File: src/rtl/spi_rm_pkg.sv
package spi_rm_pkg;

    localparam int unsigned WORD_W = 32;
    localparam int unsigned LEN_W  = 5;
    localparam int unsigned DEV_W  = 3;

    typedef enum logic [2:0] {
        RG_SETUP1 = 3'd0,
        RG_SETUP2 = 3'd1,
        RG_CTRL   = 3'd2,
        RG_STAT   = 3'd3,
        RG_TXL    = 3'd4,
        RG_TXH    = 3'd5,
        RG_RXL    = 3'd6,
        RG_RXH    = 3'd7
    } reg_sel_e;

endpackage

File: src/rtl/spi_rm_clkgen.sv
module spi_rm_clkgen #(
    parameter int unsigned DIV_W = 16
) (
    input  logic             clk,
    input  logic             rst_n,
    input  logic             run,
    input  logic [DIV_W-1:0] div,
    output logic             tick
);
    typedef struct packed {
        logic [DIV_W-1:0] cnt;
    } cg_t;

    cg_t q, d;
    logic [DIV_W-1:0] lim_m1;

    always_comb begin
        d      = q;
        lim_m1 = (div == '0) ? '0 : div - 1'b1;
        tick   = run && (q.cnt == lim_m1);
        if (!run || tick) d.cnt = '0;
        else              d.cnt = q.cnt + 1'b1;
    end

    always_ff @(posedge clk or negedge rst_n) begin
        if (!rst_n) q <= '0;
        else        q <= d;
    end

    AST_CNT_IDLE_ZERO: assert property (@(posedge clk) disable iff (!rst_n)
        !run |=> q.cnt == '0);

endmodule

File: src/rtl/spi_rm_shifter.sv
module spi_rm_shifter
    import spi_rm_pkg::*;
(
    input  logic              clk,
    input  logic              rst_n,
    input  logic              start,
    input  logic              start_rw,
    input  logic [LEN_W-1:0]  start_len,
    input  logic [WORD_W-1:0] tx_word,
    input  logic              tick,
    input  logic              miso,
    output logic              busy,
    output logic              sclk,
    output logic              mosi,
    output logic [WORD_W-1:0] rx_word,
    output logic              done,
    output logic              done_rw
);
    typedef struct packed {
        logic              busy;
        logic              rw;
        logic              sclk;
        logic [LEN_W-1:0]  bitn;
        logic [LEN_W-1:0]  len;
        logic [WORD_W-1:0] tx;
        logic [WORD_W-1:0] rx;
    } sh_t;

    sh_t q, d;

    always_comb begin
        d    = q;
        done = 1'b0;
        if (!q.busy) begin
            if (start) begin
                d.busy = 1'b1;
                d.rw   = start_rw;
                d.sclk = 1'b0;
                d.bitn = '0;
                d.len  = start_len;
                d.tx   = tx_word;
                if (start_rw) d.rx = '0;
            end
        end else if (tick) begin
            if (!q.sclk) begin
                d.sclk = 1'b1;
                if (q.rw) d.rx = {q.rx[WORD_W-2:0], miso};
            end else begin
                d.sclk = 1'b0;
                d.tx   = {q.tx[WORD_W-2:0], 1'b0};
                if (q.bitn == q.len) begin
                    d.busy = 1'b0;
                    done   = 1'b1;
                end else begin
                    d.bitn = q.bitn + 1'b1;
                end
            end
        end
    end

    always_ff @(posedge clk or negedge rst_n) begin
        if (!rst_n) q <= '0;
        else        q <= d;
    end

    assign busy    = q.busy;
    assign sclk    = q.sclk;
    assign mosi    = q.busy & q.tx[WORD_W-1];
    assign rx_word = q.rx;
    assign done_rw = q.rw;

    AST_BIT_RANGE: assert property (@(posedge clk) disable iff (!rst_n)
        q.busy |-> q.bitn <= q.len);
    AST_SCLK_IDLE_LOW: assert property (@(posedge clk) disable iff (!rst_n)
        !q.busy |-> !q.sclk);
    AST_MOSI_HOLD_ON_RISE: assert property (@(posedge clk) disable iff (!rst_n)
        (q.busy && tick && !q.sclk) |=> $stable(mosi));
    AST_RX_KEPT_WO: assert property (@(posedge clk) disable iff (!rst_n)
        (q.busy && !q.rw) |=> $stable(q.rx));

endmodule

File: src/rtl/spi_regmaster.sv
module spi_regmaster
    import spi_rm_pkg::*;
#(
    parameter int unsigned NUM_DEV = 5,
    parameter int unsigned DIV_W   = 16
) (
    input  logic               clk,
    input  logic               rst_n,
    input  logic [3:0]         reg_addr,
    input  logic               reg_we,
    input  logic [15:0]        reg_wdata,
    output logic [15:0]        reg_rdata,
    output logic               spi_sclk,
    output logic               spi_mosi,
    input  logic               spi_miso,
    output logic [NUM_DEV-1:0] spi_cs_n,
    output logic               irq
);
    localparam int unsigned HALF_W = WORD_W / 2;

    typedef struct packed {
        logic              clk_en;
        logic              wo_msk;
        logic              rw_msk;
        logic [DIV_W-1:0]  div;
        logic [LEN_W-1:0]  len;
        logic [DEV_W-1:0]  dev;
        logic [WORD_W-1:0] tx;
        logic              rw_done;
        logic              wo_done;
    } rf_t;

    rf_t q, d;
    reg_sel_e          sel;
    logic              ctrl_wr, start, start_rw;
    logic              busy, tick, done, done_rw;
    logic [WORD_W-1:0] rx_word;

    assign sel      = reg_sel_e'(reg_addr[3:1]);
    assign ctrl_wr  = reg_we && (sel == RG_CTRL);
    assign start_rw = reg_wdata[0];
    assign start    = ctrl_wr && !busy && q.clk_en && (reg_wdata[0] || reg_wdata[1]);

    always_comb begin
        d = q;
        if (reg_we) begin
            unique case (sel)
                RG_SETUP1: begin
                    d.clk_en = reg_wdata[0];
                    d.wo_msk = reg_wdata[4];
                    d.rw_msk = reg_wdata[5];
                end
                RG_SETUP2: d.div = reg_wdata[DIV_W-1:0];
                RG_TXL:    d.tx[HALF_W-1:0] = reg_wdata;
                RG_TXH:    d.tx[WORD_W-1:HALF_W] = reg_wdata;
                default:   ;
            endcase
        end
        if (start) begin
            d.len     = reg_wdata[6:2];
            d.dev     = reg_wdata[9:7];
            d.rw_done = 1'b0;
            d.wo_done = 1'b0;
        end
        if (done) begin
            if (done_rw) d.rw_done = 1'b1;
            else         d.wo_done = 1'b1;
        end
    end

    always_ff @(posedge clk or negedge rst_n) begin
        if (!rst_n) begin
            q     <= '0;
            q.div <= DIV_W'(1);
        end else begin
            q <= d;
        end
    end

    always_comb begin
        unique case (sel)
            RG_SETUP1: reg_rdata = {10'b0, q.rw_msk, q.wo_msk, 3'b0, q.clk_en};
            RG_SETUP2: reg_rdata = 16'(q.div);
            RG_CTRL:   reg_rdata = {6'b0, q.dev, q.len, 2'b00};
            RG_STAT:   reg_rdata = {14'b0, q.wo_done, q.rw_done};
            RG_TXL:    reg_rdata = q.tx[HALF_W-1:0];
            RG_TXH:    reg_rdata = q.tx[WORD_W-1:HALF_W];
            RG_RXL:    reg_rdata = rx_word[HALF_W-1:0];
            default:   reg_rdata = rx_word[WORD_W-1:HALF_W];
        endcase
    end

    assign irq = (q.rw_done && !q.rw_msk) || (q.wo_done && !q.wo_msk);

    spi_rm_clkgen #(.DIV_W(DIV_W)) u_clkgen (
        .clk   (clk),
        .rst_n (rst_n),
        .run   (busy),
        .div   (q.div),
        .tick  (tick)
    );

    spi_rm_shifter u_shifter (
        .clk       (clk),
        .rst_n     (rst_n),
        .start     (start),
        .start_rw  (start_rw),
        .start_len (reg_wdata[6:2]),
        .tx_word   (q.tx),
        .tick      (tick),
        .miso      (spi_miso),
        .busy      (busy),
        .sclk      (spi_sclk),
        .mosi      (spi_mosi),
        .rx_word   (rx_word),
        .done      (done),
        .done_rw   (done_rw)
    );

    for (genvar gi = 0; gi < NUM_DEV; gi++) begin : g_cs
        assign spi_cs_n[gi] = !(busy && (q.dev == DEV_W'(gi)));
    end

    AST_CS_ONEHOT: assert property (@(posedge clk) disable iff (!rst_n)
        $onehot0(~spi_cs_n));
    AST_CS_IDLE_HIGH: assert property (@(posedge clk) disable iff (!rst_n)
        !busy |-> &spi_cs_n);
    AST_FLAGS_CLEAR: assert property (@(posedge clk) disable iff (!rst_n)
        start |=> (!q.rw_done && !q.wo_done));
    AST_BUSY_WRITE_IGNORED: assert property (@(posedge clk) disable iff (!rst_n)
        (busy && ctrl_wr) |=> ($stable(q.len) && $stable(q.dev)));
    AST_DONE_EXCLUSIVE: assert property (@(posedge clk) disable iff (!rst_n)
        !(q.rw_done && q.wo_done));

endmodule

File: config.mk
export PLATFORM = sky130hd
export DESIGN_NAME = spi_regmaster
export DESIGN_NICKNAME = d
export VERILOG_FILES = /design/src/rtl/spi_rm_pkg.sv /design/src/rtl/spi_rm_clkgen.sv /design/src/rtl/spi_rm_shifter.sv /design/src/rtl/spi_regmaster.sv
export SDC_FILE = /design/constraint.sdc
export NUM_CORES = 1
export LEC_CHECK = 0
export BUFFER_PORTS_ARGS = -buffer_cell sky130_fd_sc_hd__clkbuf_2
export CAP_MARGIN = 20
export CORE_UTILIZATION = 49
export DETAILED_ROUTE_END_ITERATION = 12
export PLACE_DENSITY_LB_ADDON = 0.2
export RECOVER_POWER = 50
export SLEW_MARGIN = 20
export SYNTH_ARGS = -nofsm -noshare
export SYNTH_HDL_FRONTEND = slang
export SYNTH_SLANG_ARGS = --single-unit
File: constraint.sdc
create_clock -name clk -period 5.4 [get_ports clk]
set_input_delay 1.08 -clock clk [delete_from_list [all_inputs] [get_ports clk]]
set_output_delay 1.08 -clock clk [all_outputs]
set_load 0.05 [all_outputs]
==> summary.md, run 1 <==
| Metric | Value |
|---|---|
| Status | finished, violations left |
| Failing checks | max-capacitance violations, max-slew violations |
| I/O Pins | 48 |
| Post-route DRC violation count | 0 |
| Hold Path Class | reg -> reg |
| Switch share | 0.327 |
| P per Cell Area | 345 nW/um^2 |
| CP Max Fanout | 24 |
| Setup tns final | 0 ns |
| Post-synth EDFFs | 0 |
| Unrepaired setup endpoints after global routing | false |
| Sequential Power Share | 0.443 |
| Rows | 47 |
| Net Count, Synth | just over 900 |
| Clock Power Share | 0.372 |
| CTS tree | done |
| GRT overflow | 0 |
| Fillcell total | 1510 |
| Psw | 1.07 mW |
| Initial Utilization | 0.509 |
| Min-delay src | q[37] |
| Vias in the first global route | 6716 |
| Sink Count | 154 |
| Internal power | 2.20 mW |
| Final hold vios | 0 |
| Skew final | between 0.01 and 0.015 ns |
| Reg-to-Reg Start | q[43] |
| CTS resizes | 0 |
| Dpl ws | 1.38 ns |
| Min Tclk post-route | 4.36 ns |
| Fraction of layout cells with a size suffix above 1 | 0.179 |
| Tcrit/Tclk final | 0.807 |
| Drt total wl | 22.8 mm |
| CP arrival | 3.28 ns |
| Drt pass-1 iters | 5 |
| Fmax achieved | around 0.23 GHz |
| Maximum root-to-sink buffer count | 2 |
| # placed instances | 1112 |
| Num CTS Buffers | 17 |
| Commonest non-fill, non-tap cell in the layout | dfrtp_1 |
| Crit path launch | reg_addr[2] |
| Largest net degree at the start of global routing | 92 |
| Critical path capture point type | primary output |
| Finished Layout Cells | roughly 1100 |
| Cell variety after synth | 65 |
| # diodes | 0 |
| DR vias/cell | 5.99 |
| Area Growth Syn to Fin | 10.8% |
| Critical-path top delay cell | clkbuf_1 |
| Routability Congestion | 0.866 |
| Slowest stage delay, CP | around 0.7 ns |
| Final Hold Slack | 0.497 ns |
| Cell mode on critical path | o21ai_0 |
| Layout Nets | 938 |
| Initial antenna violation count | 0 |
| Post-Syn Area per Cell | roughly 9.5 um^2 |
| Post-synthesis cell count | 896 |
| Synth Cell Area | 8530 um^2 |
| Multi-input gate area | 4070 um^2 |
| Root buf cell | clkbuf_16 |
| CTS Hold Bufs | 0 |
| Port-buffer cells | 46 |
| Skew-Pair Late Insertion Delay | 0.44 ns |
| WL/cell | 19.9 um |
| Register area share after synthesis | 0.452 |
| Vias | 6850 |
| Core area | 16800 um^2 |
| Rel. slew slack | -0.574 |
| Routed Antenna Nets | 0 |
| Gr usage total | 0.268 |
| Die area | 17900 um^2 |
| Clk slew on worst S/H paths | 0.07 ns |
| Worst-Margin Slew | 2.36 ns |
| Final-report setup violation count | 0 |
| Seq. cell area | 3850 um^2 |
| CP required | 4.32 ns |
| Ys async rst share | 1.00 |
| # Post-CTS Setup Buffers | 0 |
| Worst-path cell chain | clkbuf_1 -> buf_4 -> nand2_1 -> o21ai_0 -> o21ai_0 -> o21ai_0 -> clkbuf_2 |
| Worst setup margin | 1.04 ns |
| Crit path kind | in -> out |
| HPWL Detailed | 15.6 mm |
| Max Cap Viol | 3 |
| Leakage power | 4.04 nW |
| Violation count after the first detailed-route iteration | 725 |
| Die H | 134 um |
| Max IR drop VDD | 0.250 mV |
| Fin. max-slew vios | between 150 and 200 |
| Comb power frac | 0.186 |
| Die Wd | 134 um |
| #FFs+latches synth | 154 |
| First-pass GRT wire length | roughly 37 mm |
| Most frequent cells in the layout | dfrtp_1, nand2_1, inv_1 |
| Ys flop type | dfrtp_1 |
| Synth Warn # | 0 |
| Overall power | approximately 3.3 mW |
| CP startpoint kind | primary input |
| Htree depth | 4 |
==> state kept, by name (all words and copies together), names as in the netlist <==
register           count
u_shifter.done_rw      1
u_shifter.sclk         1
u_clkgen.q            16
u_shifter.busy         1
u_shifter.rx_word     32
q                     61
u_shifter.q           42
==> cell families (layout without fill, tap and decap cells) <==
kind of cell / after synthesis / after routing / share of synthesized area
adders and majority gates: 3 / 3 / 0.00440
muxes: 105 / 105 / 0.139
DFF: 154 / 154 / 0.452
xor gates and xnor gates: 28 / 28 / 0.0288
AOI/OAI and AO/OA: 168 / 168 / 0.142
and+or+nand+nor: 289 / 289 / 0.163
buffers and inverters: 149 / 177 / 0.0711
==> worst paths after layout <==
check	to	slack [ns]	cells past startpoint
min in group asynchronous	u_shifter.q[70]	1.33	1
worst max-delay path	reg_rdata[0]	1.04	7
worst min register to register	q[37]	0.50	2
worst max register to register	u_shifter.q[44]	1.35	11
worst min-delay path	q[37]	0.50	2
max in group asynchronous	u_shifter.rx_word[22]	1.34	2
==> power groups by stage <==
stage                     clock (mW)  sequential (mW)  combinational (mW)
after detailed placement           0             1.46               0.607
after global routing            1.27             1.47               0.665
after global placement             0             1.46               0.595
after floorplan                    0             1.36               0.523
final                           1.21             1.44               0.606
after CTS                       1.23             1.44               0.608
==> metrics by stage <==
stage / util / cell area, um^2
after floorplan: - / 8530
after CTS: 0.566 / 9480
after detailed placement: 0.530 / 8890
final: 0.564 / 9450
after global placement: 0.530 / 8890
after global routing: 0.564 / 9450
==> Yosys cell counts, types with 8 or more instances <==
| cell | number | share of area |
|---|---|---|
| dfrtp_1 | 153 | 0.45 |
| nand2_1 | 119 | 0.052 |
| inv_1 | 78 | 0.034 |
| nor2_1 | 75 | 0.033 |
| clkbuf_1 | 56 | 0.025 |
| mux2_2 | 55 | 0.073 |
| mux2i_1 | 44 | 0.052 |
| o21ai_0 | 35 | 0.021 |
| a211oi_1 | 34 | 0.030 |
| a2111oi_0 | 30 | 0.031 |
| xnor2_1 | 20 | 0.021 |
| a21oi_1 | 15 | 0.0088 |
| nand3_1 | 15 | 0.0088 |
| nand4_1 | 11 | 0.0081 |
| nor3_1 | 11 | 0.0065 |
| nor4_1 | 11 | 0.0081 |
| xor2_1 | 8 | 0.0082 |
==> metal layers <==
metal,vias to the layer above,wire (um),global-route usage,part of all wire
met2,224,10200,0.402,0.45
met4,0,505,0.0922,0.022
met3,33,1440,0.0548,0.063
met1,3409,10700,0.385,0.47
li1,3184,-,-,-
met5,-,0,0,0
==> layout make-up <==
type | count | share of cell area
clock buffer | 18 | 0.0465
clock inverter | 14 | 0.0159
inverter | 79 | 0.0314
multi-input combinational | 593 | 0.431
sequential | 154 | 0.408
tap | 220 | 0.0291
timing repair buffer | 66 | 0.0384
==> critical path: cells and delay by family <==
family	cells	cell delay [ns]
buffers and inverters	3	1.51
AO/OA/AOI/OAI	3	0.44
AND/OR/NAND/NOR	1	0.24
Note: power is estimated with default switching activity, not from simulation.
==> run 2: changes to the inputs <==
--- a/config.mk
+++ b/config.mk
@@ -5,6 +5,7 @@
 export SDC_FILE = /design/constraint.sdc
 export NUM_CORES = 1
 export LEC_CHECK = 0
+export ABC_AREA = 1
 export BUFFER_PORTS_ARGS = -buffer_cell sky130_fd_sc_hd__clkbuf_2
 export CAP_MARGIN = 20
 export CORE_UTILIZATION = 49
==> constraint.sdc (replaced) <==
create_clock -name clk -period 4.4 [get_ports clk]
set_input_delay 0.88 -clock clk [delete_from_list [all_inputs] [get_ports clk]]
set_output_delay 0.88 -clock clk [all_outputs]
set_load 0.05 [all_outputs]
==> summary.md, run 2 <==
| Metric | Value |
|---|---|
| WL/cell | 16.2 um (-19%) |
| CTS tree | done |
| Top-count cell post-synth | nand2_1 |
| Final Hold Slack | 0.477 ns (-0.0208 ns) |
| Ys async rst share | 1.00 (unchanged) |
| Crit path kind | in -> out |
| Register area share after synthesis | 0.452 (about the same) |
| Final-report setup violation count | 0 (unchanged) |
| I/O Pins | 48 (unchanged) |
| Routed Antenna Nets | 0 (unchanged) |
| Final hold vios | 0 (unchanged) |
| Tcrit/Tclk final | 0.802 |
| Fillcell total | 1593 (+5.5%) |
| P per Cell Area | 472 nW/um^2 (+37%) |
| # diodes | 0 (unchanged) |
| Core area | 16800 um^2 (unchanged) |
| Largest register FFs | 61 (unchanged) |
| Cell accounting for the most synthesized area | dfrtp_1 |
| Gr usage total | 0.263 (-0.00535) |
| Ys flop type | dfrtp_1 |
| Fraction of layout cells with a size suffix above 1 | 0.150 (-0.0283) |
| Net Count, Synth | 1138 (+23%) |
| Rows | 47 (unchanged) |
| Post-route DRC violation count | 0 (unchanged) |
| Yosys top cell area share | 0.449 (about the same) |
| CP arrival | 2.65 ns (-0.63 ns) |
| # Post-CTS Setup Buffers | 0 (unchanged) |
| First-pass GRT wire length | 36.3 mm (-1.4%) |
| HPWL Detailed | 15.2 mm (-2.2%) |
| Worst R2R Path Depth | 17 (+6) |
| Max Cap Viol | 1 (-2) |
| Finished Cell Area | 9460 um^2 (+0.11%) |
| Layout Nets | 1166 (+24%) |
| Fmax achieved | 0.283 GHz |
| Initial Utilization | 0.509 (about the same) |
| Critical path capture point type | primary output |
| Top cells by count, synth | nand2_1, inv_1, dfrtp_1 |
| Rel. slew slack | -0.234 (+0.340) |
| Hold Path Class | reg -> reg |
| Drt total wl | 22.2 mm (-2.8%) |
| Seq. cell area | 3860 um^2 (about the same) |
| CP Max Fanout | 16 (-33%) |
| Hold Crit Endpoint | u_shifter.rx_word[31] |
| Num CTS Buffers | 17 (unchanged) |
| Largest net degree at the start of global routing | 76 (-17%) |
| Unrepaired setup endpoints after global routing | false |
| Synth Warn # | 0 (unchanged) |
| CP required | 3.52 ns (-0.80 ns) |
| Post-synthesis cell count | 1111 (+24%) |
| Vias in the first global route | 6771 (+0.82%) |
| Leakage power | 4.77 nW (+18%) |
| Reg2Reg Setup Slack | 1.05 ns (-0.30 ns) |
| Initial antenna violation count | 0 (unchanged) |
| Skew final | 0.00921 ns (-0.00185 ns) |
| Area Growth Syn to Fin | 10.9% |
| DR vias/cell | 5.36 (-10%) |
| Setup tns final | 0 ns (unchanged) |
| Maximum root-to-sink buffer count | 2 (unchanged) |
| Worst-Margin Slew | 1.85 ns (-0.510 ns) |
| Skew-Pair Late Insertion Delay | 0.43 ns (about the same) |
| Violation count after the first detailed-route iteration | 603 (-17%) |
| Multi-input gate area | 3740 um^2 (-8.0%) |
| Port-buffer cells | 46 (unchanged) |
| Post-Syn Area per Cell | 7.68 um^2 (-19%) |
| Worst hold stages | 2 (unchanged) |
| Fin. max-slew vios | 72 (-55%) |
| CP startpoint kind | primary input |
| Die area | 17900 um^2 (about the same) |
| CTS Hold Bufs | 0 (unchanged) |
| Biggest register | q |
| # placed instances | 1340 (+21%) |
| #FFs+latches synth | 154 (unchanged) |
| Dpl cell area | 8850 um^2 (-0.42%) |
| Drt pass-1 iters | 5 (unchanged) |
| Most frequent cells in the layout | nand2_1, inv_1, dfrtp_1 |
| Die H | 134 um (about the same) |
| R2r endpoint | u_shifter.q[48] |
| Fin util | 0.564 (+0.000597) |
| Reg-to-Reg Start | q[42] |
| GRT overflow | 0 (unchanged) |
| Failing checks | max-capacitance violations, max-slew violations |
| Routability Congestion | 0.881 (+1.8%) |
| Sink Count | 154 (unchanged) |
| Die Wd | 134 um (about the same) |
| Root buf cell | clkbuf_16 |
| Min-delay src | u_shifter.rx_word[31] |
| Status | finished, violations left |
| Htree depth | 4 (unchanged) |
| Synth Cell Area | 8530 um^2 (about the same) |
| CTS resizes | 0 (unchanged) |
| Min Tclk post-route | 3.53 ns |
| Post-synth EDFFs | 0 (unchanged) |
| Max IR drop VDD | 0.332 mV (+33%) |
| Clk slew on worst S/H paths | 0.06 ns (about the same) |
| Vias | 7353 (+7.3%) |
| Finished Layout Cells | 1371 (+20%) |
| Synth top area cells | dfrtp_1, nand2_1, inv_1 |
| Cell variety after synth | 38 (-42%) |
| Commonest non-fill, non-tap cell in the layout | nand2_1 |
[run 2: metal layers]
layer  routed length [um]  track usage  part of all wire
met5                    0            0                 0
met3                 1490       0.0514             0.067
met4                  316       0.0720             0.014
met1                10200        0.380              0.46
met2                10100        0.402              0.46
[run 2: power breakdown]
part,total [mW],internal [mW],switching [mW]
clock network,1.56,0.923,0.636
logic,1.16,0.303,0.854
registers,1.75,1.59,0.160
[run 2: layout make-up]
cell class,instances,area share
clock buffers,18,0.0464
clock inverters,13,0.0192
inverters,175,0.0694
multi-input cells,734,0.396
flip-flops and latches,154,0.408
well taps,220,0.0291
repair buffers,57,0.0324
[run 2: kinds of logic after synthesis]
kind of cell / count (synthesis) / share of synthesized area
AO/OA/AOI/OAI: 193 / 0.143
adder cells (fa/ha/maj): 3 / 0.00440
buffers and inverters: 223 / 0.109
XOR/XNOR: 14 / 0.0144
AND/OR/NAND/NOR: 524 / 0.277
flip-flops: 154 / 0.452
[run 2: worst max-delay path by stage]
stage	slack, ns	cells after the start	to	startpoint
final	0.87	8	reg_rdata[12]	reg_addr[1]
after global routing	0.70	17	u_shifter.q[47]	q[42]
after CTS	0.86	8	reg_rdata[12]	reg_addr[1]
after detailed placement	0.87	9	u_shifter.q[41]	reg_wdata[0]
after global placement	0.86	9	u_shifter.q[41]	reg_wdata[0]
after floorplan	1.31	5	reg_rdata[10]	reg_addr[3]
[run 2: metrics by stage]
step,total power [mW],worst slack (ns)
CTS,4.49,0.859
global placement,2.91,0.859
floorplan,2.62,1.31
detailed placement,2.92,0.871
finish,4.46,0.871
global route,4.69,0.701
[run 2: worst max-delay path, stage by stage]
cell	delay [ns]
clkbuf_1	0.10
inv_1	0.11
nor2_1	0.08
nand2_1	0.50
o22ai_1	0.18
a221oi_1	0.29
nand2_1	0.21
clkbuf_2	0.29
